## config.mk

```make
export PLATFORM = sky130hd
export DESIGN_NAME = deact_ctrl
export DESIGN_NICKNAME = d
export VERILOG_FILES = /design/src/rtl/deact_pkg.sv /design/src/rtl/deact_route.sv /design/src/rtl/deact_state.sv /design/src/rtl/deact_ctrl.sv
export SDC_FILE = /design/constraint.sdc
export NUM_CORES = 1
export LEC_CHECK = 0
export ABC_AREA = 1
export BUFFER_PORTS_ARGS = -buffer_cell sky130_fd_sc_hd__buf_4
export CAP_MARGIN = 40
export CORE_UTILIZATION = 35
export CTS_CLUSTER_SIZE = 14
export DETAILED_ROUTE_END_ITERATION = 10
export PLACE_DENSITY = 0.64
export SETUP_SLACK_MARGIN = 0.05
export SLEW_MARGIN = 20
export SYNTH_ARGS = -nofsm -noshare
export SYNTH_HDL_FRONTEND = slang
export SYNTH_SLANG_ARGS = --single-unit
```

## constraint.sdc

```tcl
create_clock -name clk_i -period 1.4 [get_ports clk_i]
set_clock_uncertainty 0.2 [all_clocks]
set_input_delay 0.14 -clock clk_i [delete_from_list [all_inputs] [get_ports clk_i]]
set_output_delay 0.14 -clock clk_i [all_outputs]
set_load 0.02 [all_outputs]
```

## src/rtl/deact_pkg.sv

```systemverilog
package deact_pkg;
  localparam int RES_W     = 5;
  localparam int RES_UNDEF = 0;
  localparam int RES_TRAP2 = 1;
  localparam int RES_TRAP3 = 2;
  localparam int RES_VIRT  = 3;
  localparam int RES_PHYS  = 4;

  localparam int EC_W = 6;
  localparam logic [EC_W-1:0] EC_SYSREG = 6'h03;

  typedef enum logic [1:0] {LVL0 = 2'd0, LVL1 = 2'd1, LVL2 = 2'd2, LVL3 = 2'd3} lvl_e;

  typedef struct packed {
    logic el2_en;
    logic grp_trap;
    logic dir_trap;
    logic cmn_trap;
    logic fiq_rt;
    logic irq_rt;
    logic el3_en;
    logic mon_irq;
    logic mon_fiq;
    logic mon_64;
    logic el2_sre;
    logic el3_sre;
  } route_ctl_t;
endpackage

```

## src/rtl/deact_route.sv

```systemverilog
module deact_route
  import deact_pkg::*;
(
  input  logic [1:0]      el_i,
  input  route_ctl_t      ctl_i,
  output logic [RES_W-1:0] res_o,
  output logic [EC_W-1:0]  synd_o
);
  logic mon_both;
  assign mon_both = ctl_i.el3_en & ctl_i.mon_irq & ctl_i.mon_fiq;

  always_comb begin
    res_o = '0;
    unique case (lvl_e'(el_i))
      LVL0: res_o[RES_UNDEF] = 1'b1;
      LVL1: begin
        // first match wins
        if (ctl_i.el2_en && ctl_i.grp_trap)                       res_o[RES_TRAP2] = 1'b1;
        else if (ctl_i.el2_en && (ctl_i.dir_trap || ctl_i.cmn_trap)) res_o[RES_TRAP2] = 1'b1;
        else if (ctl_i.el2_en && (ctl_i.fiq_rt || ctl_i.irq_rt))     res_o[RES_VIRT]  = 1'b1;
        else if (mon_both)                                           res_o[RES_TRAP3] = 1'b1;
        else                                                         res_o[RES_PHYS]  = 1'b1;
      end
      LVL2: begin
        if (!ctl_i.el2_sre) res_o[RES_UNDEF] = 1'b1;
        else if (mon_both)  res_o[RES_TRAP3] = 1'b1;
        else                res_o[RES_PHYS]  = 1'b1;
      end
      default: begin
        if (!ctl_i.el3_sre) res_o[RES_UNDEF] = 1'b1;
        else                res_o[RES_PHYS]  = 1'b1;
      end
    endcase
  end

  always_comb begin
    synd_o = '0;
    if (res_o[RES_TRAP2])                       synd_o = EC_SYSREG;
    else if (res_o[RES_TRAP3] && ctl_i.mon_64)  synd_o = EC_SYSREG;
  end
endmodule

```

## src/rtl/deact_state.sv

```systemverilog
module deact_state #(
  parameter int NUM_IRQ     = 32,
  parameter int NUM_PRIO    = 8,
  parameter int ID_W        = 24,
  parameter int NARROW_ID_W = 16,
  localparam int IRQ_W      = $clog2(NUM_IRQ),
  localparam int PRIO_W     = $clog2(NUM_PRIO)
) (
  input  logic                clk_i,
  input  logic                rst_ni,
  input  logic                deact_i,
  input  logic                eoi_mode_i,
  input  logic                id_wide_i,
  input  logic [ID_W-1:0]     wr_id_i,
  input  logic                ack_i,
  input  logic [IRQ_W-1:0]    ack_id_i,
  input  logic [PRIO_W-1:0]   ack_prio_i,
  input  logic                eoi_i,
  output logic [NUM_IRQ-1:0]  active_o,
  output logic [NUM_PRIO-1:0] apr_o,
  output logic                serr_o
);
  logic [ID_W-1:0]     id_m;
  logic                in_range;
  logic [NUM_IRQ-1:0]  active_q, active_d;
  logic [NUM_PRIO-1:0] apr_q, apr_d, apr_low;
  logic                serr_q;

  // upper ID bits survive only in wide mode
  for (genvar b = 0; b < ID_W; b++) begin : g_mask
    if (b < NARROW_ID_W) begin : g_keep
      assign id_m[b] = wr_id_i[b];
    end else begin : g_gate
      assign id_m[b] = wr_id_i[b] & id_wide_i;
    end
  end

  assign in_range = id_m < ID_W'(NUM_IRQ);
  assign apr_low  = apr_q & (~apr_q + NUM_PRIO'(1));

  always_comb begin
    active_d = active_q;
    apr_d    = apr_q;
    if (eoi_i) apr_d = apr_d & ~apr_low;
    if (ack_i) begin
      active_d[ack_id_i] = 1'b1;
      apr_d[ack_prio_i]  = 1'b1;
    end
    if (deact_i && eoi_mode_i && in_range) active_d[id_m[IRQ_W-1:0]] = 1'b0;
  end

  always_ff @(posedge clk_i or negedge rst_ni) begin
    if (!rst_ni) begin
      active_q <= '0;
      apr_q    <= '0;
      serr_q   <= 1'b0;
    end else begin
      active_q <= active_d;
      apr_q    <= apr_d;
      serr_q   <= deact_i & ~eoi_mode_i;
    end
  end

  assign active_o = active_q;
  assign apr_o    = apr_q;
  assign serr_o   = serr_q;
endmodule

```

## src/rtl/deact_ctrl.sv

```systemverilog
module deact_ctrl
  import deact_pkg::*;
#(
  parameter int NUM_IRQ     = 32,
  parameter int NUM_PRIO    = 8,
  parameter int DATA_W      = 32,
  parameter int ID_W        = 24,
  parameter int NARROW_ID_W = 16,
  localparam int IRQ_W      = $clog2(NUM_IRQ),
  localparam int PRIO_W     = $clog2(NUM_PRIO)
) (
  input  logic                clk_i,
  input  logic                rst_ni,
  input  logic                wr_valid_i,
  input  logic [DATA_W-1:0]   wr_data_i,
  input  logic [1:0]          el_i,
  input  logic                id_wide_i,
  input  logic                eoi_mode_i,
  input  logic                el2_en_i,
  input  logic                hyp_grp_trap_i,
  input  logic                hyp_dir_trap_i,
  input  logic                hyp_cmn_trap_i,
  input  logic                hyp_fiq_rt_i,
  input  logic                hyp_irq_rt_i,
  input  logic                el3_en_i,
  input  logic                mon_irq_rt_i,
  input  logic                mon_fiq_rt_i,
  input  logic                mon_64_i,
  input  logic                el2_sre_i,
  input  logic                el3_sre_i,
  input  logic                ack_i,
  input  logic [IRQ_W-1:0]    ack_id_i,
  input  logic [PRIO_W-1:0]   ack_prio_i,
  input  logic                eoi_i,
  output logic [RES_W-1:0]    res_o,
  output logic [EC_W-1:0]     syndrome_o,
  output logic                serr_o,
  output logic [NUM_IRQ-1:0]  active_o,
  output logic [NUM_PRIO-1:0] apr_o
);
  route_ctl_t       ctl;
  logic [RES_W-1:0] res_c, res_q;
  logic [EC_W-1:0]  synd_c, synd_q;
  logic             unused_rsvd;

  assign ctl = '{el2_en: el2_en_i, grp_trap: hyp_grp_trap_i, dir_trap: hyp_dir_trap_i,
                 cmn_trap: hyp_cmn_trap_i, fiq_rt: hyp_fiq_rt_i, irq_rt: hyp_irq_rt_i,
                 el3_en: el3_en_i, mon_irq: mon_irq_rt_i, mon_fiq: mon_fiq_rt_i,
                 mon_64: mon_64_i, el2_sre: el2_sre_i, el3_sre: el3_sre_i};

  // reserved top bits of the written word
  assign unused_rsvd = ^wr_data_i[DATA_W-1:ID_W];

  deact_route u_route (
    .el_i   (el_i),
    .ctl_i  (ctl),
    .res_o  (res_c),
    .synd_o (synd_c)
  );

  deact_state #(
    .NUM_IRQ     (NUM_IRQ),
    .NUM_PRIO    (NUM_PRIO),
    .ID_W        (ID_W),
    .NARROW_ID_W (NARROW_ID_W)
  ) u_state (
    .clk_i      (clk_i),
    .rst_ni     (rst_ni),
    .deact_i    (wr_valid_i & res_c[RES_PHYS]),
    .eoi_mode_i (eoi_mode_i),
    .id_wide_i  (id_wide_i),
    .wr_id_i    (wr_data_i[ID_W-1:0]),
    .ack_i      (ack_i),
    .ack_id_i   (ack_id_i),
    .ack_prio_i (ack_prio_i),
    .eoi_i      (eoi_i),
    .active_o   (active_o),
    .apr_o      (apr_o),
    .serr_o     (serr_o)
  );

  always_ff @(posedge clk_i or negedge rst_ni) begin
    if (!rst_ni) begin
      res_q  <= '0;
      synd_q <= '0;
    end else begin
      res_q  <= wr_valid_i ? res_c  : '0;
      synd_q <= wr_valid_i ? synd_c : '0;
    end
  end

  assign res_o      = res_q;
  assign syndrome_o = synd_q;
endmodule

```

==> results of run 1 <==
logic make-up (layout without fill, tap and decap cells):
group,after synthesis,count (layout)
fa+ha+maj,4,4
buf+inv,75,210
compound gates,47,47
other cells,1,4
simple gates,169,169
flops,47,47
cell type report:
| type | instances | area, um^2 |
|---|---|---|
| timing repair buffer | 143 | 1200 |
| fill | 671 | 3300 |
| clock buffer | 6 | 82.6 |
| inverter | 59 | 221 |
| tap | 99 | 124 |
| clock inverter | 2 | 38.8 |
| sequential | 47 | 1180 |
| multi-input combinational | 224 | 1260 |
cells in the final DEF, fill, tap and decap left out, types with 2 or more instances in the layout:
cell type      count
buf_12             6
conb_1             4
nand2_1           54
nand3_1           23
nor2_1            42
o21bai_1          32
buf_4            122
dfrtp_2            2
o21ai_1            8
o21ai_0            2
dlygate4sd3_1     12
clkbuf_8           6
o22ai_1            2
inv_1             56
ha_1               3
inv_2              2
nor2_2             2
buf_6              2
nand2_2            4
nand4_1           32
dfrtp_1           45
timing repair:
| action | 4_1_cts | 5_1_grt |
|---|---|---|
| pin swaps | 3 | 9 |
| gates resized for setup | 4 | 10 |
| gates cloned | 0 | 1 |
| endpoints found under the hold margin | 61 | 1 |
| setup endpoints to repair | 3 | 28 |
| setup buffers | 5 | 2 |
registers in the layout, summed over array words and instances, names as in the netlist:
signal and count:
res_o 5, syndrome_o 1, u_state.active_o 32, u_state.apr_o 8, u_state.serr_o 1
power by group through the flow:
stage               sequential (W)  clock, W  combinational [W]
floorplan                  0.00208         0           0.000526
global placement           0.00179         0            0.00156
detailed placement         0.00179         0            0.00159
CTS                        0.00177   0.00109            0.00165
global route               0.00181   0.00116            0.00181
finish                     0.00177   0.00107            0.00168
stage by stage:
step	std cells	setup TNS [ns]	total power, W	setup WS (ns)
finish	580	-0.197	0.00452	-0.0717
global route	580	-0.487	0.00478	-0.137
CTS	578	-0.350	0.00452	-0.124
detailed placement	553	-5.50	0.00338	-0.212
global placement	553	-4.14	0.00335	-0.150
floorplan	346	-0.112	0.00261	-0.109
worst max-delay path: cells and delay by family, from the launching register on:
family	cells	cell delay (ns)
buffers and inverters	4	0.39
DFF	1	0.41
AOI/OAI and AO/OA	1	0.05
and+or+nand+nor	2	0.31
layer usage:
metal | global-route usage (%) | vias up | part of all wire, %
met2 | 34.8 | 120 | 51
met3 | 3.11 | 8 | 5.6
met1 | 24.3 | 1324 | 42
met5 | 0 | - | 0
met4 | 5.24 | 0 | 0.95
li1 | - | 1380 | -
worst paths after layout:
path,to,cells after the start,slack [ns]
hold / removal,res_o[0],4,-0.06
setup reg to reg,u_state.apr_o[3],7,-0.07
setup / recovery,u_state.apr_o[3],7,-0.07
hold reg to reg,u_state.apr_o[6],2,0.33
max in group asynchronous,u_state.active_o[20],3,0.48
min in group asynchronous,u_state.apr_o[7],2,0.08
==> flow_metrics.tcl, run 1 <==
set metrics [dict create \
    synth_fa_ha_area_share_pct 1.82 \
    p_sw_w 0.00153 \
    slowest_delay_ns 0.41 \
    dieArea_um2 8200 \
    track_usage_pct 19.5 \
    grt_pass1_wl_um 12700 \
    arrival_ns 1.46 \
    synth_top_family_by_area "simple AND/OR/NAND/NOR gates" \
    cts.sinks 47 \
    leakage_nw 2.12 \
    dpl_cell_area_um2 3760 \
    areaGrowthSynthToFinish_pct 49.7 \
    first_pass_iters 5 \
    finalWeightedCongestion 0.845 \
    synthMuxAreaShare_pct 0 \
    crit_chain "nand3b_1, nor2_2, buf_4, buf_4, buf_4, buf_4, o22ai_1" \
    fin_area_um2 4110 \
    postRouteWirelength_um 8070 \
    grt_pass1_vias 2659 \
    hold_path_class "in -> reg" \
    cp_common_cell "buf_4" \
    drtAntennaViolNets 0 \
    dp_hpwl_um 5800 \
    post_drt_wl_per_cell_um 13.9 \
    yosysTopAreaCell "dfrtp_1" \
    diodes 0 \
    utilization_pct 55.4 \
    nNetsFinal 545 \
    fmax_mhz 679 \
    grt_max_degree 26 \
    core_um2 7410 \
    cp_max_fo 2 \
    dieWidth_um 90.5 \
    clk_latency_ns 0.30 \
    drtIter0Drc 259 \
    synth_edf_count 0 \
    power.share.combinational_pct 37.1 \
    synth_compound_area_share_pct 11.9 \
    switching_share_pct 33.8 \
    syn-instance-count 343 \
    rr_startpoint "u_state.apr_o[1]" \
    crit_slowest_cell "dfrtp_2" \
    setup_ws_ns -0.0717 \
    synth_top_area_share_pct 42.9 \
    yosys.area_share.simple_pct 30.5 \
    setup_viol 3 \
    die_height_um 90.5 \
    cts.path.max_buffers 2 \
    p_seq_share_pct 39.3 \
    clk_pin_slew_ns 0.09 \
    overflow 0 \
    ys_seq_elements 47 \
    vias 2832 \
    startpoint "u_state.apr_o[1]" \
    ys.flop_type "dfrtp_1" \
    worst_setup_path_start_kind "register" \
    hold_viol_final 2 \
    row_count 31 \
    hold_ws_ns -0.0589 \
    io_pins 113 \
    hp-start "el3_sre_i" \
    rsz0062_at_grt "true" \
    netlist_area_um2 2740 \
    io_buffers 100 \
    period_share_pct 105 \
    antenna_found_initial 0 \
    min_period_ns 1.47 \
    ctsHoldBuffers 12 \
    yosysUniqueCellTypes 32 \
    drive_above_1_share_pct 32.8 \
    slew_viol_final 0 \
    avgSynthCellArea_um2 8.00 \
    cap_violations 0 \
    vias_per_cell 4.88 \
    cp-end-kind "register" \
    crit_required_ns 1.39 \
    h-tree-depth 2 \
    yosysMostFrequentCell "inv_1" \
    synthArstFlopShare_pct 100 \
    netlist_top_cells_count "58 x inv_1, 57 x nand2_1, 47 x dfrtp_1" \
    outcome "complete, but fails checks" \
    vdd_drop_max_v 0.000528 \
    ys_seq_area_share_pct 42.9 \
    pwr-share-clk_pct 23.6 \
    synthXorXnorAreaFrac_pct 0 \
    cts_tree "done" \
    drc_errors 0 \
    critical_path_class "reg -> reg" \
    p_int_w 0.00299 \
    initial_utilization_pct 37.0 \
    clockRootBuffer "clkbuf_8" \
    power_density_nw_per_um2 1100 \
    violations "negative hold slack, negative setup slack" \
    numCtsBuffers 5 \
    ys_top_cells_by_area "dfrtp_1 43%, o21bai_1 8.8%, inv_1 7.9%" \
    ys_warn_count 0 \
]
Note: power is estimated with default switching activity, not from simulation.
==> run 2: changes to the inputs <==
SKIP_CTS_REPAIR_TIMING = 1   (was unset)
==> run 2 against run 1 <==
The run still ends with negative hold slack, negative setup slack left. Die area is the same. Power shrank 0.65%. Fmax shrank 5.4%. Global-route usage decreased by 0.58 points. Flip-flop and latch count is the same. Final area shrank 0.98%. Hold slack better by 0.0016 ns. First-iteration DRC count decreased by 2.7%. Via count rose by 0.18%.
==> flow_metrics.tcl, run 2 (synthesis gave the netlist of run 1 again) <==
set metrics [dict create \
    power_density_nw_per_um2 1100 \
    power_w 0.00449 \
    hold_path_class "in -> reg" \
    cap_violations 0 \
    slew_viol_final 0 \
    arrival_ns 1.55 \
    cp-end-kind "register" \
    fin_area_um2 4070 \
    final_common_cell "buf_4" \
    cp_max_fo 2 \
    postRouteWirelength_um 7940 \
    r2r_cells 7 \
    dieArea_um2 8200 \
    fmax_mhz 643 \
    cts.sinks 47 \
    initial_utilization_pct 37.0 \
    min_period_ns 1.56 \
    outcome "complete, but fails checks" \
    die_height_um 90.5 \
    clockRootBuffer "clkbuf_8" \
    fin_tns_setup_ns -0.367 \
    rsz0062_at_grt "true" \
    areaGrowthSynthToFinish_pct 48.2 \
    numCtsBuffers 5 \
    grt_pass1_wl_um 12400 \
    crit_slowest_cell "dfrtp_2" \
    diodes 0 \
    clk_pin_slew_ns 0.09 \
    vias_per_cell 4.93 \
    hold_ws_ns -0.0573 \
    nNetsFinal 541 \
    period_share_pct 111 \
    dpl_cell_area_um2 3760 \
    h-tree-depth 2 \
    antenna_found_initial 0 \
    drive_above_1_share_pct 31.9 \
    grt_pass1_vias 2570 \
    worstHoldPathCells 4 \
    crit_required_ns 1.39 \
    drtIter0Drc 252 \
    finalWeightedCongestion 0.845 \
    row_count 31 \
    rrSetupSlack_ns -0.16 \
    critical_path_class "reg -> reg" \
    violations "negative hold slack, negative setup slack" \
    hold_end "res_o[0]" \
    dieWidth_um 90.5 \
    largest_register_ffs 32 \
    clk_latency_ns 0.30 \
    hold_viol_final 2 \
    setup_viol 3 \
    grt_max_degree 26 \
    core_um2 7410 \
    overflow 0 \
    cts.path.max_buffers 2 \
    track_usage_pct 19.0 \
    first_pass_iters 4 \
    layout_common_cells "118 x buf_4, 56 x inv_1, 56 x nand2_1, 45 x dfrtp_1, 42 x nor2_1" \
    slowest_delay_ns 0.41 \
    rr_startpoint "u_state.apr_o[1]" \
    worst_setup_path_start_kind "register" \
    vdd_drop_max_v 0.000528 \
    drc_errors 0 \
    r2r_end "u_state.apr_o[7]" \
    crit_chain "nand3b_1, nor2_2, nand2_1, nor2_2, nand2_1, o21ai_1, o21ai_1" \
    hp-start "el3_sre_i" \
    cts_tree "done" \
    leakage_nw 2.10 \
    vias 2837 \
    post_drt_wl_per_cell_um 13.8 \
    preCtsSetupSlack_ns -0.212 \
    drtAntennaViolNets 0 \
    setup_ws_ns -0.155 \
    io_pins 113 \
    io_buffers 100 \
    utilization_pct 54.9 \
    dp_hpwl_um 5800 \
]
[run 2: metal layers]
metal	vias up	track usage (%)	routed length, um
met3	6	3.20	520
met2	131	32.8	3970
met4	0	5.24	72
met5	-	0	0
met1	1323	24.2	3380
li1	1377	-	-
[run 2: how the worst max path moves through the flow]
stage / end / startpoint / slack, ns
2_1_floorplan: u_state.apr_o[7] / u_state.apr_o[1] / -0.11
3_3_place_gp: u_state.active_o[23] / el_i[1] / -0.15
3_5_place_dp: u_state.active_o[10] / el_i[1] / -0.21
4_1_cts: u_state.apr_o[7] / u_state.apr_o[0] / -0.19
5_1_grt: u_state.apr_o[7] / u_state.apr_o[1] / -0.23
6_report: u_state.apr_o[7] / u_state.apr_o[1] / -0.16
[run 2: area by class of cell]
type | instances | area [um^2]
Clock buffer | 6 | 82.6
Clock inverter | 2 | 38.8
Fill cell | 679 | 3340
Inverter | 59 | 221
Multi-Input combinational cell | 224 | 1250
Sequential cell | 47 | 1180
Tap cell | 99 | 124
Timing Repair Buffer | 139 | 1170
[run 2: where the power goes]
group | internal, W | leakage [nW] | switching (W)
clock network | 0.000588 | 0.0618 | 0.000479
registers | 0.00161 | 0.562 | 0.000160
logic | 0.000773 | 1.47 | 0.000877
total | 0.00297 | 2.10 | 0.00152
[run 2: per-stage QoR]
step	hold WS [ns]	std cells
after global placement	-0.139	553
after global routing	-0.0572	576
final	-0.0573	576
after detailed placement	-0.128	553
after CTS	-0.462	561
after floorplan	-0.356	346
[run 2: worst max-delay path: cells and delay by family (launching register included)]
kind,cells,cell delay [ns]
simple gates,5,0.65
flops,1,0.41
compound gates,2,0.18
==> run 3: changes to the inputs <==
ABC_AREA = unset   (was 1)
PLACE_DENSITY = 0.66   (was 0.64)
==> run 3 against run 2 <==
The run still ends with negative hold slack, negative setup slack left. Final cell count down 19%. Core utilization is 7.6 points higher. Synthesized area fell by 15%. Clock-buffer cell count increased by 2. Critical endpoint unchanged.
==> flow_metrics.tcl, run 3 <==
set metrics [dict create \
    io_pins 113 \
    h-tree-depth 2 \
    numCtsBuffers 5 \
    cp_max_fo 3 \
    synth_top_area_share_pct 50.7 \
    fin_area_um2 3990 \
    drtIter0Drc 115 \
    rr_startpoint "u_state.apr_o[2]" \
    topRoutingLayerUsed "met4" \
    clk_pin_slew_ns 0.08 \
    critical_path_class "reg -> reg" \
    vias_per_cell 5.25 \
    vias 2439 \
    power_density_nw_per_um2 1050 \
    leakage_nw 1.76 \
    cap_violations 0 \
    clockRootBuffer "clkbuf_8" \
    largest_register_ffs 32 \
    yosysMostFrequentCell "a21oi_1" \
    final_common_cell "buf_4" \
    yosysUniqueCellTypes 39 \
    layout_common_cells "123 x buf_4, 57 x a21oi_1, 45 x dfrtp_1, 18 x nor4_2, 16 x nor2_1" \
    first_pass_iters 4 \
    crit_slowest_cell "or4b_4" \
    post_drt_wl_per_cell_um 15.9 \
    hp-start "hyp_fiq_rt_i" \
    crit_chain "or4b_4, or3_4, o31ai_4, o21ai_1" \
    dpl_cell_area_um2 3630 \
    setup_ws_ns -0.510 \
    dp_hpwl_um 5110 \
    netlist_area_um2 2320 \
    met1_length_um 3110 \
    drc_errors 0 \
    slowest_delay_ns 0.56 \
    cp-end-kind "register" \
    synthArstFlopShare_pct 100 \
    rsz0062_at_grt "true" \
    dieWidth_um 83.4 \
    io_buffers 100 \
    slew_viol_final 0 \
    dieArea_um2 6960 \
    finalWeightedCongestion 0.845 \
    ys_seq_elements 47 \
    avgSynthCellArea_um2 9.43 \
    setup_viol 5 \
    fin_cells 465 \
    period_share_pct 136 \
    clk_latency_ns 0.30 \
    cts.sinks 47 \
    areaGrowthSynthToFinish_pct 72.0 \
    fmax_mhz 524 \
    die_height_um 83.4 \
    diodes 0 \
    min_period_ns 1.91 \
    grt_max_degree 48 \
    grt_pass1_wl_um 11500 \
    row_count 29 \
    synth_edf_count 0 \
    syn-instance-count 246 \
    nNetsFinal 452 \
    netlist_top_cells_count "57 x a21oi_1, 47 x dfrtp_1, 28 x nor4_1" \
    arrival_ns 1.90 \
    hold_path_class "in -> reg" \
    grt_pass1_vias 2424 \
    cts.path.max_buffers 2 \
    ys_warn_count 0 \
    violations "negative hold slack, negative setup slack" \
    ys_top_cells_by_area "dfrtp_1 51%, a21oi_1 12%, nor4_1 7.5%" \
    track_usage_pct 20.9 \
    postRouteWirelength_um 7390 \
    crit_required_ns 1.39 \
    route.met2.wl_um 3770 \
    outcome "complete, but fails checks" \
    ys.flop_type "dfrtp_1" \
    core_um2 6390 \
    antenna_found_initial 0 \
    drtAntennaViolNets 0 \
    hold_viol_final 1 \
    utilization_pct 62.5 \
    wl_met3_um 412 \
    startpoint "u_state.apr_o[2]" \
    cts_tree "done" \
    yosysTopAreaCell "dfrtp_1" \
    initial_utilization_pct 36.3 \
    drive_above_1_share_pct 47.4 \
    worst_setup_path_start_kind "register" \
    ys_seq_area_share_pct 50.7 \
    dp_cells 442 \
    overflow 0 \
    vdd_drop_max_v 0.000747 \
    hold_ws_ns -0.0438 \
]
==> run 3: cell count changes in the layout (fill, tap and decap cells not counted), moves of 26 or more <==
cell,delta
a21oi_1,+57
inv_1,-52
nand2_1,-44
nand4_1,-32
o21bai_1,-32
nor2_1,-26
==> run 3: worst paths after layout <==
path | end | slack [ns] | depth (start not counted)
worst max-delay path | u_state.apr_o[7] | -0.51 | 4
worst min-delay path | res_o[3] | -0.04 | 3
worst max register to register | u_state.apr_o[7] | -0.51 | 4
worst min register to register | u_state.active_o[28] | 0.33 | 2
max in group asynchronous | u_state.apr_o[2] | 0.61 | 3
min in group asynchronous | u_state.apr_o[6] | 0.15 | 3
==> run 3: layout make-up <==
cell class	count	area, um^2
fill	549	2390
multi-input combinational	183	1380
timing repair buffer	146	1220
sequential	47	1180
clock buffer	8	100
tap	77	96.3
inverter	4	15.0
==> run 3: cells by family after synthesis <==
logic type / after synthesis / share of synthesized area (%)
flip-flops: 47 / 50.7
AND/OR/NAND/NOR: 92 / 23.0
AO/OA/AOI/OAI: 83 / 19.9
buffers and inverters: 19 / 4.15
other: 1 / 0.162
adder cells (fa/ha/maj): 4 / 2.16
==> run 3: where the power goes <==
group	internal (W)	switching [W]	total, W
sequential	0.00160	0.000160	0.00177
combinational	0.000697	0.000820	0.00152
clock	0.000451	0.000445	0.000896
total	0.00275	0.00143	0.00418
==> run 3: stage by stage <==
step                TNS [ns]  setup WS (ns)  total power, W
floorplan              -1.51         -0.495         0.00247
global placement       -6.67         -0.445         0.00320
detailed placement     -8.09         -0.511         0.00323
CTS                    -1.52         -0.524         0.00414
global route           -1.94         -0.568         0.00441
finish                 -1.62         -0.510         0.00418
==> run 3: routing by layer <==
metal | up-vias | GRT usage [%]
met5 | - | 0
met4 | 0 | 6.16
met3 | 10 | 5.57
met2 | 93 | 35.7
met1 | 1138 | 25.8
li1 | 1198 | -
==> run 3: critical path, delay by kind of cell, from the launching register on <==
| kind | cells | cell delay, ns |
|---|---|---|
| DFF | 1 | 0.41 |
| AOI/OAI and AO/OA | 2 | 0.26 |
| and+or+nand+nor | 2 | 0.93 |
